**src/rtl/cedec_pkg.sv**
```systemverilog
`timescale 1ns/1ps
// Package: shared register selects and the size-code decode used by the
// chip-enable decoder. Assumes the smallest bank is 32K (2^15 bytes).
package cedec_pkg;

    typedef enum logic [1:0] {
        CFG_SIZE  = 2'd0,
        CFG_LOW   = 2'd1,
        CFG_HIGH  = 2'd2,
        CFG_MERGE = 2'd3
    } cfg_reg_e;

    localparam int MIN_BANK_LOG2 = 15;

    // Map a 3-bit size code to log2 of the bank size in bytes.
    function automatic logic [4:0] bank_log2(input logic [2:0] code);
        logic [4:0] r;
        case (code)
            3'd0:    r = 5'(MIN_BANK_LOG2);
            3'd1:    r = 5'(MIN_BANK_LOG2 + 2);
            3'd2:    r = 5'(MIN_BANK_LOG2 + 3);
            3'd3:    r = 5'(MIN_BANK_LOG2 + 4);
            3'd4:    r = 5'(MIN_BANK_LOG2 + 5);
            3'd5:    r = 5'(MIN_BANK_LOG2 + 6);
            default: r = 5'(MIN_BANK_LOG2 + 7);
        endcase
        return r;
    endfunction

endpackage

```
**src/rtl/cedec_cfg_regs.sv**
```systemverilog
`timescale 1ns/1ps
// Module: configuration register file for the chip-enable decoder.
// Holds the size code, the two progressive pin codes and the merge bits.
// Assumes a single write port; writes land on the rising edge with wr_en high.
module cedec_cfg_regs
    import cedec_pkg::*;
#(
    parameter int N_MERGE = 4
) (
    input  logic               clk,
    input  logic               rst_n,
    input  logic               wr_en,
    input  logic [1:0]         wr_sel,
    input  logic [N_MERGE-1:0] wr_data,
    output logic [2:0]         size_code,
    output logic [2:0]         low_code,
    output logic [2:0]         high_code,
    output logic [N_MERGE-1:0] merge_bits
);

    // Register update: clear on reset, otherwise load the selected field.
    always_ff @(posedge clk) begin
        if (!rst_n) begin
            size_code  <= '0;
            low_code   <= '0;
            high_code  <= '0;
            merge_bits <= '0;
        end else if (wr_en) begin
            case (cfg_reg_e'(wr_sel))
                CFG_SIZE:  size_code  <= wr_data[2:0];
                CFG_LOW:   low_code   <= wr_data[2:0];
                CFG_HIGH:  high_code  <= wr_data[2:0];
                default:   merge_bits <= wr_data;
            endcase
        end
    end

    // the cycle after reset every field reads zero.
    p_reset_clear_r1: assert property (@(posedge clk) disable iff (!rst_n)
        $past(!rst_n) |-> (size_code == 3'd0 && low_code == 3'd0 &&
                           high_code == 3'd0 && merge_bits == '0));

    // without a write strobe nothing changes.
    p_hold_no_write_r11: assert property (@(posedge clk) disable iff (!rst_n)
        (!$past(wr_en) && $past(rst_n)) |->
            ($stable(size_code) && $stable(low_code) &&
             $stable(high_code) && $stable(merge_bits)));

endmodule

```
**src/rtl/cedec_bank_sel.sv**
```systemverilog
`timescale 1ns/1ps
// Module: combinational bank match. Shifts the address right by log2 of
// the bank size and compares the result with each enable index. An
// address beyond the last bank matches nothing.
module cedec_bank_sel
    import cedec_pkg::*;
#(
    parameter int ADDR_W = 24,
    parameter int N_CE   = 8
) (
    input  logic [ADDR_W-1:0] addr,
    input  logic [2:0]        size_code,
    output logic [N_CE-1:0]   hit
);

    logic [ADDR_W-1:0] bank_idx;

    // Bank index: address divided by the bank size.
    always_comb bank_idx = addr >> bank_log2(size_code);

    genvar g;
    generate
        for (g = 0; g < N_CE; g++) begin : g_hit
            // One comparator per enable.
            always_comb hit[g] = (bank_idx == ADDR_W'(g));
        end
    endgenerate

    // a given address falls in at most one bank.
    always_comb begin
        p_hit_onehot_r4: assert ($onehot0(hit) || $isunknown(addr));
    end

endmodule

```
**src/rtl/cedec_out_stage.sv**
```systemverilog
`timescale 1ns/1ps
// Module: registered output stage. Combines bank hits with the access type,
// pin enables and merge bits, and registers active-low enables.
// Assumes the low N_MERGE enables have peripheral partners; higher ones do not.
module cedec_out_stage #(
    parameter int N_CE    = 8,
    parameter int N_MERGE = 4
) (
    input  logic               clk,
    input  logic               rst_n,
    input  logic [N_CE-1:0]    hit,
    input  logic               is_prog,
    input  logic [N_CE-1:0]    pin_en,
    input  logic [N_MERGE-1:0] merge_bits,
    output logic [N_CE-1:0]    ce_n,
    output logic [N_MERGE-1:0] pce_n
);

    logic [N_CE-1:0]    ce_act;
    logic [N_MERGE-1:0] pce_act;

    genvar g;
    generate
        for (g = 0; g < N_CE; g++) begin : g_ce
            if (g < N_MERGE) begin : g_merged
                // Program enable; also serves data accesses when merged.
                always_comb ce_act[g]  = hit[g] && pin_en[g] && (is_prog || merge_bits[g]);
                // Peripheral enable for data accesses unless merged.
                always_comb pce_act[g] = hit[g] && !is_prog && !merge_bits[g];

                // a merged bank never raises its peripheral enable.
                p_merge_quiets_pce_r9: assert property (@(posedge clk) disable iff (!rst_n)
                    $past(merge_bits[g]) |-> pce_n[g]);
            end else begin : g_plain
                // Program-only enable.
                always_comb ce_act[g] = hit[g] && pin_en[g] && is_prog;
            end

            // an I/O pin keeps its enable high.
            p_io_pin_idle_r7: assert property (@(posedge clk) disable iff (!rst_n)
                !$past(pin_en[g]) |-> ce_n[g]);
        end
    endgenerate

    // Output registers: all inactive in reset.
    always_ff @(posedge clk) begin
        if (!rst_n) begin
            ce_n  <= '1;
            pce_n <= '1;
        end else begin
            ce_n  <= ~ce_act;
            pce_n <= ~pce_act;
        end
    end

    // never more than one chip enable low.
    p_single_ce_r4: assert property (@(posedge clk) disable iff (!rst_n)
        $onehot0(~ce_n));

    // a data access without merging lowers no chip enable.
    p_data_no_ce_r8: assert property (@(posedge clk) disable iff (!rst_n)
        ($past(!is_prog) && $past(merge_bits) == '0) |-> (ce_n == '1));

endmodule

```
**src/rtl/cedec_top.sv**
```systemverilog
`timescale 1ns/1ps
// Module: configurable memory chip-enable decoder top. Wires the register
// file, the bank matcher and the output stage, and expands the two
// progressive pin codes into per-pin enables.
// Assumes N_CE = 2 * N_GRP, with one pin code per group.
module cedec_top
    import cedec_pkg::*;
#(
    parameter int ADDR_W = 24,
    parameter int N_GRP  = 4,
    localparam int N_CE  = 2 * N_GRP
) (
    input  logic              clk,
    input  logic              rst_n,
    input  logic              cfg_wr_en,
    input  logic [1:0]        cfg_wr_sel,
    input  logic [N_GRP-1:0]  cfg_wr_data,
    input  logic [ADDR_W-1:0] fetch_addr,
    input  logic              fetch_is_prog,
    output logic [N_CE-1:0]   ce_n,
    output logic [N_GRP-1:0]  pce_n,
    output logic [N_CE-1:0]   pin_is_ce
);

    logic [2:0]       size_code;
    logic [2:0]       low_code;
    logic [2:0]       high_code;
    logic [N_GRP-1:0] merge_bits;
    logic [N_CE-1:0]  hit;
    logic [N_CE-1:0]  pin_en;

    cedec_cfg_regs #(.N_MERGE(N_GRP)) u_regs (
        .clk        (clk),
        .rst_n      (rst_n),
        .wr_en      (cfg_wr_en),
        .wr_sel     (cfg_wr_sel),
        .wr_data    (cfg_wr_data),
        .size_code  (size_code),
        .low_code   (low_code),
        .high_code  (high_code),
        .merge_bits (merge_bits)
    );

    cedec_bank_sel #(.ADDR_W(ADDR_W), .N_CE(N_CE)) u_bank (
        .addr      (fetch_addr),
        .size_code (size_code),
        .hit       (hit)
    );

    genvar g;
    generate
        for (g = 0; g < N_GRP; g++) begin : g_pins
            // Progressive enable: code 1xx enables pins 0..xx of the group.
            always_comb pin_en[g]         = low_code[2]  && (g <= int'(low_code[1:0]));
            always_comb pin_en[g + N_GRP] = high_code[2] && (g <= int'(high_code[1:0]));
        end
    endgenerate

    // Pin mode output follows the pin enables.
    always_comb pin_is_ce = pin_en;

    cedec_out_stage #(.N_CE(N_CE), .N_MERGE(N_GRP)) u_out (
        .clk        (clk),
        .rst_n      (rst_n),
        .hit        (hit),
        .is_prog    (fetch_is_prog),
        .pin_en     (pin_en),
        .merge_bits (merge_bits),
        .ce_n       (ce_n),
        .pce_n      (pce_n)
    );

    // with the largest bank size, the upper enables stay high.
    p_upper_quiet_4m_r3: assert property (@(posedge clk) disable iff (!rst_n)
        ($past(size_code[2:1]) == 2'b11) |-> (&ce_n[N_CE-1:N_GRP]));

    // a low pin code with bit 2 clear leaves the low group as I/O.
    p_low_io_r5: assert property (@(posedge clk) disable iff (!rst_n)
        !low_code[2] |-> (pin_is_ce[N_GRP-1:0] == '0));

endmodule

```
**config.mk**
```make
export PLATFORM = sky130hd
export DESIGN_NAME = cedec_top
export DESIGN_NICKNAME = d
export VERILOG_FILES = /design/src/rtl/cedec_pkg.sv /design/src/rtl/cedec_cfg_regs.sv /design/src/rtl/cedec_bank_sel.sv /design/src/rtl/cedec_out_stage.sv /design/src/rtl/cedec_top.sv
export SDC_FILE = /design/constraint.sdc
export NUM_CORES = 1
export LEC_CHECK = 0
export ABC_AREA = 1
export BUFFER_PORTS_ARGS = -buffer_cell sky130_fd_sc_hd__buf_2
export CAP_MARGIN = 30
export CORE_MARGIN = 2
export CORE_UTILIZATION = 48
export DETAILED_ROUTE_END_ITERATION = 8
export MAX_ROUTING_LAYER = met4
export PLACE_DENSITY = 0.75
export SETUP_SLACK_MARGIN = 0.2
export SYNTH_ARGS = -nofsm -noshare
export SYNTH_HDL_FRONTEND = slang
export SYNTH_HIERARCHICAL = 1
export SYNTH_SLANG_ARGS = --single-unit
```
**constraint.sdc**
```tcl
create_clock -name clk -period 2 [get_ports clk]
set_input_delay 0.4 -clock clk [delete_from_list [all_inputs] [get_ports clk]]
set_output_delay 0.4 -clock clk [all_outputs]
set_load 0.1 [all_outputs]
```
After elaboration in Yosys (flattened, before gate mapping)
Index checks and enable logic that the tools add are counted.

Register bits: 25. Bits in latches: 0. RAM bits: 0. Memory bits (read-only): 0. Output and inout bits: 20. Logic and storage cells: 78. Memories kept: 0.

Add/sub/neg operators: 0. Multiply operators: 0. Div/mod/pow operators: 0. Order comparisons: 6. Eq/ne operators: 14. Shifts and indexed selects: 1. Multiplexer cells: 1. Bitwise logic cells: 3. Reductions and logical operators: 47.

Operators with widths (number): $eq A24 B3 Y1 const B (4); $eq A24 B2 Y1 const B (2); $logic_and A1 B1 Y1 (30); $pmux W5 S6 (1); $eq A24 B1 Y1 const B (1); $logic_not A24 Y1 (1); $shr A24 B5 Y24 (1); $le A2 B2 Y1 const A (4); $not A8 Y8 (1); $reduce_and A2 Y1 (4); $eq A3 B2 Y1 const B (2); $eq A3 B3 Y1 const B (2); $logic_not A1 Y1 (5); $le A1 B2 Y1 const A (2); $logic_or A1 B1 Y1 (4); $not A4 Y4 (1); $eq A3 B1 Y1 const B (1); $logic_not A3 Y1 (1); $reduce_or A3 Y1 (1); $eq A2 B1 Y1 const B (1); $eq A2 B2 Y1 const B (1); $logic_not A2 Y1 (1); $not A1 Y1 (1).

Depth between registers and ports, before layout
Gate-level depths: netlist of the first run.

Depth after elaboration: 7. Depth in mapped cells: 21. Gate-level depth less buffers: 21.

Hierarchy
Netlist of the first run, hierarchy kept.

Modules (own cells, without submodules): cedec_bank_sel (times used 1, cells an instance 305, area each 1461.4 µm², sequential area each 0.0 µm²); cedec_cfg_regs (times used 1, cells an instance 86, area each 568.0 µm², sequential area each 260.2 µm²); cedec_out_stage (times used 1, cells an instance 43, area each 371.6 µm², sequential area each 240.2 µm²); cedec_top (times used 1, cells an instance 12, area each 55.1 µm², sequential area each 0.0 µm²).

Least setup slack after synthesis of the first run
No wires, ideal clock.

Path type: register to output. Start: reg u_regs.high_code[2]. End: out pin_is_ce[7]. Arrival: 1.976 ns. Data required time: 1.600 ns. Path slack: -0.376 ns. Cell stages (with the launch flop): 3. Buffers on the path: 0. Cell sequence: dfxtp_1 nand2_2 nor2_2.

Cells in the longest elaborated chain, start to end: 1.

RTL lines: start: declaration (line cedec_cfg_regs.sv:17) `output logic [2:0] high_code,`; start signal: assignment (line cedec_cfg_regs.sv:32) `CFG_HIGH: high_code <= wr_data[2:0];`; $logic_and A1 B1 Y1 (line cedec_top.sv:55) `always_comb pin_en[g + N_GRP] = high_code[2] && (g <= int'(high_code[1:0]));`; end: declaration (line cedec_top.sv:22) `output logic [N_CE-1:0] pin_is_ce`.

No other way between the ends.

Final worst setup path of the first run
Start: reg u_regs.size_code[2]. End: reg u_out.pce_n[2].

Cells in the longest elaborated chain, start to end: 7. Elaborated cells on any way between the ends: 12. Classes of those cells: eq/ne (6); shift (1); mux (1); bitwise (1); reduce/logical (3).

RTL lines: start: declaration (line cedec_cfg_regs.sv:15) `output logic [2:0] size_code,`; start signal: assignment (line cedec_cfg_regs.sv:30) `CFG_SIZE: size_code <= wr_data[2:0];`; $eq A3 B3 Y1, or another cell as far along (line cedec_pkg.sv:18) `case (code)`; $pmux W5 S6 (*) (line cedec_pkg.sv:18); $shr A24 B5 Y24 (*) (line cedec_bank_sel.sv:19) `always_comb bank_idx = addr >> bank_log2(size_code);`; $eq A24 B2 Y1 (*) (line cedec_bank_sel.sv:25) `always_comb hit[g] = (bank_idx == ADDR_W'(g));`; via hit[2] (line cedec_top.sv:29) `logic [N_CE-1:0] hit;`; $logic_and A1 B1 Y1 (*) (2 in series) (line cedec_out_stage.sv:29) `always_comb pce_act[g] = hit[g] && !is_prog && !merge_bits[g];`; $not A4 Y4 (*) (line cedec_out_stage.sv:52) `pce_n <= ~pce_act;`; end signal: assignment (line cedec_out_stage.sv:52); end: declaration (line cedec_out_stage.sv:16) `output logic [N_MERGE-1:0] pce_n`.

Mark *: on every way through the listed nets, which the timed path passes. The rest lies on a longest branch. A chain may end at the register's enable or synchronous reset.

==> results of run 1 <==
[power by group through the flow]
stage	clock (mW)	combinational (mW)	sequential [mW]
3_3_place_gp	0	0.830	0.536
4_1_cts	0.308	0.980	0.527
5_1_grt	0.325	1.15	0.529
2_1_floorplan	0	0.626	0.552
6_report	0.296	1.06	0.526
3_5_place_dp	0	0.838	0.538
[worst max-delay path: stages, from the launching register on]
cell	delay (ps)
dfxtp_4	410
inv_6	60
nand2_4	80
nand3_4	100
nand2_8	160
buf_6	150
nand2_8	90
nand2_2	100
nand3_1	140
nand2_2	100
nand2_1	70
nand3_1	80
nand2_1	50
nand2_1	60
nand2_2	60
nor2_1	130
nand2_2	80
nor2_2	100
nand2_1	60
inv_2	70
nand3_1	60
[per-layer routing]
layer / part of all wire / vias to the layer above / GRT usage
met5: 0 / - / -
li1: - / 1553 / -
met2: 0.49 / 105 / 0.424
met4: 0.012 / 0 / 0.0370
met1: 0.44 / 1367 / 0.349
met3: 0.066 / 11 / 0.0489
[what timing repair did]
action,in CTS,in global routing
setup buffers,5,0
hold buffers,0,0
hold endpoints to repair,0,0
cloned,6,0
setup endpoints to repair,12,12
resized for setup,28,32
pin swaps,4,9
[layout by cell type (no fill, tap or decap), drive strengths merged, types with 2 or more instances in the layout]
master | Yosys | routed
dfxtp | 25 | 25
nand4 | 5 | 5
nor2 | 54 | 54
buf | 15 | 78
clkbuf | 2 | 3
nand3b | 4 | 4
clkinvlp | 0 | 2
o21ai | 2 | 2
inv | 55 | 53
ha | 4 | 4
nand3 | 116 | 116
a21oi | 4 | 4
nand2 | 158 | 160
[per-stage QoR]
step           hold WS (ps)  instance area, µm²  setup TNS [ps]  utilization
2_1_floorplan           439                2560           -36.5            -
3_3_place_gp            428                2960           -2710        0.590
3_5_place_dp            442                2960           -3110        0.590
4_1_cts                 345                3300           -2540        0.658
5_1_grt                 392                3400           -5970        0.679
6_report                348                3400           -3690        0.679
[worst paths after layout]
path,start,endpoint,cells past startpoint
worst max register to register,u_regs/size_code[2],u_out/pce_n[2],20
worst min register to register,u_regs/high_code[2],u_out/ce_n[4],1
worst min-delay path,cfg_wr_data[3],u_regs/merge_bits[3],3
worst max-delay path,u_regs/size_code[2],u_out/pce_n[2],20
[kinds of logic after synthesis]
logic type               count (synthesis)  synth area share
AND/OR/NAND/NOR                        338             0.632
buffers and inverters                   72             0.129
flip-flops                              25             0.204
AO/OA/AOI/OAI                            7            0.0148
adder cells (fa/ha/maj)                  4            0.0204
[sequential cells by signal (all words and copies together), names as in the netlist]
| name | flops |
|---|---|
| u_out/ce_n | 8 |
| u_out/pce_n | 4 |
| u_regs/high_code | 3 |
| u_regs/low_code | 3 |
| u_regs/merge_bits | 4 |
| u_regs/size_code | 3 |
[layout make-up]
cell class | count | area (µm²) | area share
Tap cell | 70 | 87.6 | 0.0258
Clock buffer | 3 | 41.3 | 0.0121
Timing Repair Buffer | 79 | 599 | 0.176
Clock inverter | 1 | 5.00 | 0.00147
Inverter | 55 | 239 | 0.0703
Sequential cell | 25 | 510 | 0.150
Multi-Input combinational cell | 351 | 1920 | 0.564
==> summary.txt, run 1 <==
Logic synthesis
  – Seq cells post-synth: 25
  – Cell area after synthesis: 0.00246 mm²
  – Synth top area cells: nand3_1 (22%), nand2_1 (22%), dfxtp_1 (20%), nor2_1 (7.5%), inv_1 (7.2%)
  – Yosys top cell by area: nand3_1
  – Syn_area_per_cell: 5.51 µm²
  – Syn_nets: 484
  – Most numerous cell in the Yosys netlist: nand2_1
  – Cells after Synth: 446
  – Post-synth EDFFs: 0
  – Primary FF master, synth: dfxtp_1
  – Synth cell count leaders: nand2_1 (145), nand3_1 (109), nor2_1 (49)
  – Sequential cell area fraction in the yosys report: 0.204
  – Top cell type's share of synthesized area: 0.222
  – Post-synthesis async set-or-reset flop share: 0
  – Library cells used by synthesis: 23
  – YS warnings: 6

Critical path
  – R2R Setup Slk: -350 ps
  – Worst-path fanout max: 7
  – Crit path kind: flop to flop
  – Worst EP required: 2150 ps
  – Crit path capture type: flop
  – Worst setup SP type: flop
  – CP arrival: 2500 ps

Pwr
  – Switching component of the power: 811 µW
  – Switching part of the total power: 0.432
  – Internal Power: 1.07 mW
  – Peak supply drop: 0.000425 V
  – Sequential power share: 0.280
  – Comb pwr share: 0.562
  – P per Cell Area: 553 mW/mm²
  – Leak Pwr: 1.78 nW
  – Clock network power share: 0.158
  – Pwr Total: 1.88 mW

Clocking
  – Max clock buf depth: 2
  – CTS tree: built
  – Clock tree sinks: 25
  – H-tree depth: 1
  – CTS Buf Count: 3
  – Clk slew on worst S/H paths: 90 ps
  – Clock root buffer: clkbuf_8
  – Clock Latency Late Sink: 270 ps

Global routing
  – Gr ovfl total: 0
  – Largest net degree at the start of global routing: 25
  – Initial antenna violation count: 0
  – GRT Total Usage: 0.262
  – Vias in the first global route: 2588
  – First-pass GRT wire length: 11500 µm

Detailed routing
  – Initial drt markers: 298
  – Vias per cell: 5.20
  – Wire per inst: 12.5 µm
  – Via count: 3036
  – DRC viols: 0
  – Routed WL: 7300 µm
  – Antenna Nets Post-Route: 0
  – Drt first pass iters: 6

Placement
  – Setup WS pre-CTS: -330 ps
  – Inst Count DP: 569
  – DP HPWL: 4900 µm
  – Port bufs: 53
  – Placer Congestion: 0.897

Floorplan
  – Die W: 75.5 µm
  – Die area: 0.00570 mm²
  – Core Rows: 26
  – Initial Utilization: 0.490
  – Io pins: 54
  – Core ar.: 0.00501 mm²
  – Die H: 75.5 µm

Timing
  – Setup ws final: -349 ps
  – Final Hold Viols: 0
  – Fmax: 426 MHz
  – Fin crit share: 1.17
  – Skew final: 1.77 ps
  – Fin crit period: 2350 ps
  – Headroom to the max-slew limit: 0.671
  – Slew Viols, Final: 0
  – Setup Viol. Count Final: 12
  – RSZ-0062 raised after global routing: yes
  – Slew @ Worst Pin: 497 ps

Worst hold path
  – Hold Path Class: input pin to flop

Status
  – Failing checks: negative setup slack
  – Result of the run: complete, but fails checks

Cells and area
  – Antenna diode instance count: 0
  – Layout cells sized above 1: 0.346
  – Fin cells: 584
  – Fill cells: 478
  – Nets: 553
  – Area Growth Syn to Fin: 38.5%

Run
  – Max-cap viol count: 0
No activity file was read; power rests on OpenSTA's default activity.
==> run 2, diff against run 1 <==
--- a/config.mk
+++ b/config.mk
@@ -8,6 +8,7 @@
 export ABC_AREA = 1
 export BUFFER_PORTS_ARGS = -buffer_cell sky130_fd_sc_hd__buf_2
 export CAP_MARGIN = 30
+export CORE_ASPECT_RATIO = 1.75
 export CORE_MARGIN = 2
 export CORE_UTILIZATION = 48
 export DETAILED_ROUTE_END_ITERATION = 8
==> summary.txt, run 2 (synthesis results as in run 1) <==
Status
  – Result of the run: complete, but fails checks
  – Failing checks: negative setup slack

Placement
  – DP Area: 0.00295 mm² (-0.25%)
  – Port bufs: 53 (unchanged)
  – Placer Congestion: 0.942 (+5.0%)
  – DP HPWL: 5720 µm (+17%)

Floorplan
  – Io pins: 54 (unchanged)
  – Core Rows: 34 (+31%)
  – Initial Utilization: 0.498 (+0.00746)
  – Core ar.: 0.00493 mm² (-1.5%)
  – Die W: 58.1 µm (-23%)
  – Die area: 0.00573 mm² (+0.41%)
  – Die H: 98.6 µm (+31%)

Detailed routing
  – DRT met1 WL: 2950 µm (-7.1%)
  – Initial drt markers: 262 (-12%)
  – Top routing layer used: met4
  – Via count: 3276 (+7.9%)
  – Antenna Nets Post-Route: 0 (unchanged)
  – Vias per cell: 5.64 (+8.5%)
  – Detail Route met2 WL: 5110 µm (+44%)
  – Routed WL: 8920 µm (+22%)
  – WL met3: 429 µm (-10%)
  – DRC viols: 0 (unchanged)
  – Drt first pass iters: 5 (-1)
  – Wire per inst: 15.4 µm (+23%)

Global routing
  – GRT Total Usage: 0.287 (+0.0251)
  – Initial antenna violation count: 0 (unchanged)
  – Gr ovfl total: 0 (unchanged)
  – Vias in the first global route: 3030 (+17%)
  – Largest net degree at the start of global routing: 25 (unchanged)
  – First-pass GRT wire length: 12900 µm (+12%)

Cells and area
  – Reg with most FFs: u_out/ce_n
  – Antenna diode instance count: 0 (unchanged)
  – Fill cells: 419 (-12%)
  – Most common cell after layout, fill and taps aside: nand2_1
  – Storage cell area: 510 µm² (unchanged)
  – Design Area, Final: 0.00363 mm² (+6.8%)
  – Multi-input gate area: 0.00205 mm² (+7.0%)
  – Max reg flops: 8 (unchanged)
  – Nets: 566 (+2.4%)
  – Largest registers: u_out/ce_n x8, u_out/pce_n x4, u_regs/merge_bits x4
  – Most frequent cells in the layout: nand2_1 (117), nand3_1 (69), buf_2 (53), nand3_2 (44), nor2_1 (44)
  – Area Growth Syn to Fin: 47.9%
  – Layout cells sized above 1: 0.421 (+0.0749)

Clocking
  – Clock root buffer: clkbuf_8
  – CTS tree: built
  – Clk slew on worst S/H paths: 90 ps (about the same)
  – CTS Buf Count: 3 (unchanged)
  – Clock Latency Late Sink: 270 ps (about the same)
  – H-tree depth: 1 (unchanged)
  – Clock tree sinks: 25 (unchanged)
  – Max clock buf depth: 2 (unchanged)

Pwr
  – P per Cell Area: 553 mW/mm² (about the same)
  – Peak supply drop: 0.000629 V (+48%)
  – Leak Pwr: 1.87 nW (+5.5%)

Timing
  – Fin crit share: 1.20 (+0.0206)
  – Fmax: 418 MHz (-1.7%)
  – Headroom to the max-slew limit: 0.664 (-0.00671)
  – Fin crit period: 2390 ps (+41.2 ps)
  – Slew @ Worst Pin: 507 ps (+10.1 ps)
  – Slew Viols, Final: 0 (unchanged)
  – Setup ws final: -390 ps (-41.2 ps)
  – Skew final: 5.79 ps (+4.01 ps)
  – Final Hold Viols: 0 (unchanged)
  – Setup Viol. Count Final: 12 (unchanged)
  – RSZ-0062 raised after global routing: yes
  – Worst Hold Margin: 350 ps (+1.27 ps)

Critical path
  – CP arrival: 2550 ps (+50 ps)
  – Crit path kind: flop to flop
  – Worst-path fanout max: 8 (+1)
  – Slowest CP cell: dfxtp_4
  – Critical path's largest stage delay: 410 ps (about the same)
  – CP startpoint: u_regs/size_code[2]
  – RR Startpoint: u_regs/size_code[2]
  – Crit-path cells: inv_6 -> ha_4 -> inv_4 -> nand2_8 -> buf_12 -> nand3_2 -> nand3_1 -> nand2_2 -> nand2_2 -> nand3_2 -> nand2_1 -> inv_1 -> nand4_1 -> nor2_1 -> nand2_2 -> nor2_2 -> nand2_1 -> inv_2 -> nand3_2
  – Worst setup SP type: flop
  – Worst R2R Path Depth: 19 (-5.0%)
  – Worst EP required: 2160 ps (about the same)
  – Crit path capture type: flop

Worst hold path
  – Hold Path Stages: 3 (unchanged)
  – Hold Path Class: input pin to flop
  – Hold path startpoint: cfg_wr_data[3]

Run
  – Max-cap viol count: 0 (unchanged)
run 2: layout make-up:
type / instances / area share
flip-flops and latches: 25 / 0.140
repair buffers: 92 / 0.197
inverters: 55 / 0.0658
well taps: 54 / 0.0186
clock buffers: 3 / 0.0114
clock inverters: 1 / 0.00172
multi-input cells: 351 / 0.565
run 2: through the flow:
step | setup TNS [ps] | std cells | worst slack (ps) | utilization | total power, mW
2_1_floorplan | -36.5 | 446 | -15.9 | - | 1.18
3_3_place_gp | -2740 | 558 | -259 | 0.597 | 1.38
3_5_place_dp | -3200 | 558 | -299 | 0.597 | 1.39
4_1_cts | -2490 | 569 | -238 | 0.645 | 1.78
5_1_grt | -6510 | 581 | -644 | 0.736 | 2.14
6_report | -4100 | 581 | -390 | 0.736 | 2.01
run 2: path summary, 6_finish.rpt:
check                              end  slack, ps
hold / removal    u_regs/merge_bits[3]        350
setup reg to reg        u_out/pce_n[0]       -390
setup / recovery        u_out/pce_n[0]       -390
hold reg to reg          u_out/ce_n[0]        460
run 2: per-layer routing:
layer,up-vias,GRT usage
li1,1587,-
met1,1499,0.267
met2,148,0.560
met3,42,0.0236
met4,0,0.132
met5,-,-
run 2: where the power goes:
group          switching, mW  total (mW)  internal, mW
sequential            0.0157       0.527         0.511
combinational          0.714        1.17         0.460
clock                  0.167       0.310         0.142
total                  0.897        2.01          1.11
run 2: what timing repair did:
action	CTS	global route
gates cloned	3	5
endpoints found under the setup margin	12	12
gates resized for setup	22	77
endpoints found under the hold margin	0	0
pin swaps	6	41
buffers inserted	4	7
hold buffers	0	0
run 2: critical path, delay by kind of cell (launching register included):
| family | cells | cell delay (ps) |
|---|---|---|
| buf+inv | 5 | 440 |
| simple gates | 13 | 1290 |
| fa+ha+maj | 1 | 160 |
| flops | 1 | 410 |
